`config.mk`:
```
export PLATFORM = sky130hd
export DESIGN_NAME = irq_shadow_set
export DESIGN_NICKNAME = d
export VERILOG_FILES = /design/src/rtl/shadow_pkg.sv /design/src/rtl/shadow_ctrl.sv /design/src/rtl/shadow_dpath.sv /design/src/rtl/irq_shadow_set.sv
export SDC_FILE = /design/constraint.sdc
export NUM_CORES = 1
export LEC_CHECK = 0
export ABC_AREA = 1
export CAP_MARGIN = 25
export CELL_PAD_IN_SITES_DETAIL_PLACEMENT = 1
export CELL_PAD_IN_SITES_GLOBAL_PLACEMENT = 1
export CORE_ASPECT_RATIO = 1.1
export CORE_MARGIN = 5
export CORE_UTILIZATION = 35
export DETAILED_ROUTE_END_ITERATION = 7
export PLACE_DENSITY_LB_ADDON = 0.1
export SYNTH_ARGS = -nofsm -noshare
export SYNTH_HDL_FRONTEND = slang
export SYNTH_HIERARCHICAL = 1
export SYNTH_SLANG_ARGS = --single-unit
```
`constraint.sdc`:
```
create_clock -name clk -period 1.3 [get_ports clk]
set_input_delay 0.13 -clock clk [delete_from_list [all_inputs] [get_ports clk]]
set_output_delay 0.13 -clock clk [all_outputs]
set_load 0.02 [all_outputs]
```
`src/rtl/shadow_pkg.sv`:
```
package shadow_pkg;
  // Strobes passed from the control module to the datapath
  typedef struct packed {
    logic capture;   // load saved copy from live values
    logic restore;   // latch saved copy for the restore pulse
  } shadowCtrl_t;
endpackage

```
`src/rtl/shadow_ctrl.sv`:
```
module shadow_ctrl
  import shadow_pkg::*;
(
  input  logic        clk,
  input  logic        rstN,
  input  logic        vecLow,
  input  logic        vecHigh,
  input  logic        fastCall,
  input  logic        fastReturn,
  output shadowCtrl_t ctrl,
  output logic        restoreEn
);

  // Any save source loads the one shared entry
  always_comb begin
    ctrl.capture = vecLow | vecHigh | fastCall;
    ctrl.restore = fastReturn;
  end

  always_ff @(posedge clk) begin
    if (!rstN) restoreEn <= 1'b0;
    else       restoreEn <= fastReturn;
  end

  // the restore pulse follows a fast return
  a_r5_pulse_after_return: assert property (@(posedge clk) disable iff (!rstN)
    fastReturn |=> restoreEn);

  // no pulse without a fast return
  a_r6_no_spurious_pulse: assert property (@(posedge clk) disable iff (!rstN)
    !fastReturn |=> !restoreEn);

endmodule

```
`src/rtl/shadow_dpath.sv`:
```
module shadow_dpath
  import shadow_pkg::*;
#(
  parameter int STATUS_W = 5,
  parameter int WORK_W   = 8,
  parameter int BANK_W   = 4
) (
  input  logic                clk,
  input  logic                rstN,
  input  shadowCtrl_t         ctrl,
  input  logic                restoreEn,
  input  logic [STATUS_W-1:0] liveStatus,
  input  logic [WORK_W-1:0]   liveWork,
  input  logic [BANK_W-1:0]   liveBank,
  output logic [STATUS_W-1:0] restoreStatus,
  output logic [WORK_W-1:0]   restoreWork,
  output logic [BANK_W-1:0]   restoreBank
);

  localparam int TotalW = STATUS_W + WORK_W + BANK_W;

  logic [TotalW-1:0] liveAll;
  logic [TotalW-1:0] shadowQ;
  logic [TotalW-1:0] restoreHold;
  logic [TotalW-1:0] restoreOut;

  assign liveAll = {liveStatus, liveWork, liveBank};

  // Single saved entry, shared by every save source
  always_ff @(posedge clk) begin
    if (!rstN)             shadowQ <= '0;
    else if (ctrl.capture) shadowQ <= liveAll;
  end

  // Restore data sampled from the pre-edge entry, so a simultaneous save
  // does not bypass into the restore
  always_ff @(posedge clk) begin
    if (!rstN)             restoreHold <= '0;
    else if (ctrl.restore) restoreHold <= shadowQ;
  end

  assign restoreOut = restoreEn ? restoreHold : '0;
  assign {restoreStatus, restoreWork, restoreBank} = restoreOut;

  // any save strobe loads the live values
  a_r2_capture_live: assert property (@(posedge clk) disable iff (!rstN)
    ctrl.capture |=> shadowQ == $past(liveAll));

  // no save strobe, entry unchanged
  a_r7_hold_entry: assert property (@(posedge clk) disable iff (!rstN)
    !ctrl.capture |=> $stable(shadowQ));

  // restore carries the entry from before the edge
  a_r9_restore_old: assert property (@(posedge clk) disable iff (!rstN)
    ctrl.restore |=> restoreOut == $past(shadowQ));

  // outputs quiet outside the pulse
  a_r6_quiet_idle: assert property (@(posedge clk) disable iff (!rstN)
    !restoreEn |-> restoreOut == '0);

endmodule

```
`src/rtl/irq_shadow_set.sv`:
```
module irq_shadow_set
  import shadow_pkg::*;
#(
  parameter int STATUS_W = 5,
  parameter int WORK_W   = 8,
  parameter int BANK_W   = 4
) (
  input  logic                clk,
  input  logic                rstN,
  input  logic [STATUS_W-1:0] liveStatus,
  input  logic [WORK_W-1:0]   liveWork,
  input  logic [BANK_W-1:0]   liveBank,
  input  logic                vecLow,
  input  logic                vecHigh,
  input  logic                fastCall,
  input  logic                fastReturn,
  output logic [STATUS_W-1:0] restoreStatus,
  output logic [WORK_W-1:0]   restoreWork,
  output logic [BANK_W-1:0]   restoreBank,
  output logic                restoreEn
);

  shadowCtrl_t ctrl;

  shadow_ctrl u_ctrl (
    .clk        (clk),
    .rstN       (rstN),
    .vecLow     (vecLow),
    .vecHigh    (vecHigh),
    .fastCall   (fastCall),
    .fastReturn (fastReturn),
    .ctrl       (ctrl),
    .restoreEn  (restoreEn)
  );

  shadow_dpath #(
    .STATUS_W (STATUS_W),
    .WORK_W   (WORK_W),
    .BANK_W   (BANK_W)
  ) u_dpath (
    .clk           (clk),
    .rstN          (rstN),
    .ctrl          (ctrl),
    .restoreEn     (restoreEn),
    .liveStatus    (liveStatus),
    .liveWork      (liveWork),
    .liveBank      (liveBank),
    .restoreStatus (restoreStatus),
    .restoreWork   (restoreWork),
    .restoreBank   (restoreBank)
  );

  // the first cycle out of reset carries no pulse
  a_r1_reset_quiet: assert property (@(posedge clk)
    !rstN |=> !restoreEn);

endmodule

```
After elaboration in Yosys (flattened, before gate mapping):

Index checks and enable logic that the tools add are counted.

* register bits: 35
* output and inout port bits: 18
* word-level logic and storage cells: 6

* muxes and demuxes: 1
* bitwise operators: 2

Operator list (count)
* $mux 17: 1
* $or 1x1->1: 2

Depth between registers and ports, before layout:

* word-level depth: 2
* mapped depth: 7
* gate-level depth less buffers: 5

Modules after synthesis:

Netlist, hierarchy kept.

By module, submodules not included
* shadow_dpath: times used 1, cells each 252, area an instance 1579.0 um2
* shadow_ctrl: times used 1, cells each 7, area an instance 46.3 um2

Least setup slack after synthesis:

Ideal clock, no wire load.

* path kind: register to output
* from: register u_ctrl.restoreEn
* to: output restoreStatus[0]
* arrival time: 0.962 ns
* slack: 0.208 ns
* stages on the path, launching flop included: 5
* path through: dfxtp_1 -> buf_2 -> buf_4 -> nand2_1 -> inv_1

* longest elaborated chain between the ends: 1

RTL lines
* start: declaration: line shadow_ctrl.sv:11 `output logic restoreEn`
* start signal: assignment: line shadow_ctrl.sv:22 `else restoreEn <= fastReturn;`
* $mux 17: line shadow_dpath.sv:42 `assign restoreOut = restoreEn ? restoreHold : '0;`
* end: declaration: line irq_shadow_set.sv:17 `output logic [STATUS_W-1:0] restoreStatus,`

No other way between the ends.

Worst setup path in the final report:

* from: register u_ctrl.restoreEn
* to: output restoreEn

RTL lines
* end: declaration: line irq_shadow_set.sv:20 `output logic restoreEn`

No word-level cell between the ends.

==> key figures <==
Outcome
  • Status: finished, final reports clean

Placed design
  • PortBufs: 40
  • Detailed Place HPWL: 2.22 mm
  • Routability cong.: 0.680
  • Inst Count DP: 345

Yosys
  • Post-synth top area share: 0.431
  • Register area share after synthesis: 0.431
  • Syn nets: 282
  • Synth Flop Type: dfxtp_1
  • Avg Inst Size Synth: 6.28 um^2
  • Post-Syn Area: 1630 um^2
  • YS warnings: 6
  • Yosys cell types: 7
  • Top-count cell post-synth: nand2_1
  • Synth top cells by count: nand2_1, nor2_1, inv_1
  • Post-synth EDFFs: 0
  • Cell taking the most area after synthesis: dfxtp_1
  • Asr flop ratio synth: 0
  • Synth area leaders: dfxtp_1, nand2_1, nor2_1
  • Cells after Synth: 259
  • Seq cells post-synth: 35

STA
  • Final setup viols: 0
  • Minimum clock period: 1210 ps
  • Final Hold Fails: 0
  • Slew Limit Fails: 0
  • Post-route setup TNS: 0 ps
  • Max Clock Skew: 3.41 ps
  • Achievable Freq: 0.826 GHz
  • Crit share post-route: 0.932
  • Actual slew at the worst max-slew pin: 218 ps
  • Relative slew slack: 0.855
  • Setup repair after global routing missed its margin: no

CTS
  • TritonCTS clock tree: built
  • Clk Tree Root Cell: clkbuf_8
  • Postcts setup bufs: 0
  • CTS H-Tree Depth: 2
  • Worst-Skew Late Latency: 290 ps
  • CTS resizes: 54
  • Clock Path Buffers: 2
  • Num CTS Buffers: 5
  • Reg clk slew, reported paths: 70 ps
  • Sink Count: 35
  • Cts hold-fix bufs: 0

Die
  • Die Y: 81.5 um
  • Full die area: 6110 um^2
  • Boundary Pins: 41
  • Core area: 4590 um^2
  • Starting Density: 0.354
  • Rows: 26
  • Die W: 75.0 um

Critical path
  • CP Max Fanout: 7
  • Worst endpoint required time: 1170 ps
  • R2r setup slk: 650 ps
  • R2R cell count: 4
  • Worst path max stage delay: 340 ps
  • Slowest stage cell, crit path: dfxtp_2
  • Worst setup EP type: output port
  • Crit path DAT: 1080 ps
  • CP top delay family: buffers and inverters
  • Crit start category: flip-flop
  • CP Class: flip-flop to output port
  • CP Cell Sequence: buf_4 > clkdlybuf4s15_1
  • Worst path bufs/invs: 2
  • Reg-to-Reg End: u_dpath/restoreHold[11]$_SDFFE_PN0P_
  • Reg2reg start: u_dpath/shadowQ[11]$_SDFFE_PN0P_

Min path
  • Tightest Hold Check Type: primary input to flip-flop
  • WHS Endpoint: u_dpath/shadowQ[9]$_SDFFE_PN0P_
  • Hold path cells: 5
  • Worst hold start: liveWork[5]

Finish
  • Finished Layout Cells: 353
  • Antenna fix cells: 0
  • Share of cells above drive strength 1: 0.101
  • Synthesis-to-layout area growth: 26.2%
  • Nets: 319

Routing
  • Routed Antenna Nets: 0
  • WL per Instance: 9.15 um
  • Drt initial violations: 57
  • Pre-Repair DR Iteration Count: 4
  • Total number of vias: 1,410
  • DRC viols: 0
  • Total Wirelength: 3.23 mm
  • DR vias/cell: 3.99

Power and ir drop
  • Power per cell area: 1150 nW/um^2
  • Clock power share: 0.360
  • Peak supply drop: 429 uV
  • Internal: 0.00179 W
  • P_leak: 1.26 nW
  • NetSw: 0.000571 W
  • Sw Ratio: 0.242
  • Seq pwr share: 0.502
  • Comb power frac: 0.138

GRT
  • Largest net degree at the start of global routing: 36
  • Global-route wire length before repair: 5.52 mm
  • Initial antenna violation count: 0
  • GRT Util Overall: 0.118
  • Vias in the first global route: 1,332
  • Grt total ovfl: 0

Run
  • Max-cap violation count: 0
-- layout by cell type, fill, tap and decap left out, drive strengths merged --
| master | instances |
|---|---|
| nor2 | 69 |
| clkdlybuf4s50 | 22 |
| dfxtp | 35 |
| inv | 53 |
| clkdlybuf4s15 | 1 |
| nand2 | 87 |
| clkbuf | 8 |
| buf | 22 |
-- power groups by stage --
stage	logic [W]	registers [W]	clock network (W)
global placement	0.000340	0.00120	0
finish	0.000326	0.00118	0.000848
CTS	0.000342	0.00118	0.000883
detailed placement	0.000345	0.00121	0
floorplan	0.000224	0.00120	0
global route	0.000375	0.00119	0.000925
-- registers in the layout, indices dropped and copies added (netlist names) --
register,cells
u_dpath/restoreHold,17
u_ctrl/restoreEn,1
u_dpath/shadowQ,17
-- through the flow --
step	hold slack, ps	cell area (um^2)	setup WS, ps	util	total power (W)
3_5_place_dp	467	2030	-44.8	0.443	0.00155
4_1_cts	434	2150	2.34	0.468	0.00241
2_1_floorplan	223	1630	208	-	0.00142
5_1_grt	451	2050	29.9	0.447	0.00249
6_report	442	2050	88.8	0.447	0.00236
3_3_place_gp	456	2030	-0.866	0.443	0.00154
-- worst reg2reg max path: stages (launching register included) --
cell     delay [ps]
dfxtp_1         330
inv_1            50
nand2_1          50
nand2_1          60
nor2_1          100
-- routing by layer --
metal | vias to the layer above | GRT usage | wire length [um]
met5 | - | 0 | 0
met4 | 0 | 0.0801 | 106
met3 | 8 | 0.0282 | 209
met2 | 33 | 0.180 | 1290
met1 | 581 | 0.146 | 1630
li1 | 788 | - | -
-- kinds of logic (layout without fill, tap and decap cells) --
family                 after synthesis  in the layout  share of synthesized area
flip-flops                          35             35                      0.431
buffers and inverters               68            106                      0.209
AND/OR/NAND/NOR                    156            156                      0.360
-- worst max-delay path by stage --
stage / start / endpoint / slack (ps) / depth (start not counted)
2_1_floorplan: u_ctrl/restoreEn$_SDFF_PN0_ / restoreStatus[0] / 210 / 4
3_3_place_gp: u_ctrl/restoreEn$_SDFF_PN0_ / restoreWork[1] / -0.9 / 4
3_5_place_dp: u_ctrl/restoreEn$_SDFF_PN0_ / restoreWork[6] / -40 / 4
4_1_cts: u_ctrl/restoreEn$_SDFF_PN0_ / restoreBank[2] / 2 / 4
5_1_grt: u_ctrl/restoreEn$_SDFF_PN0_ / restoreEn / 30 / 2
6_report: u_ctrl/restoreEn$_SDFF_PN0_ / restoreEn / 90 / 2
-- final cells by class --
class / instances / area (um^2)
Fill cell: 616 / 2540
Sequential cell: 35 / 702
Multi-Input combinational cell: 156 / 586
Clock buffer: 8 / 100
Timing Repair Buffer: 45 / 394
Tap cell: 56 / 70.1
Inverter: 53 / 199
Note: power is estimated with default switching activity, not from simulation.
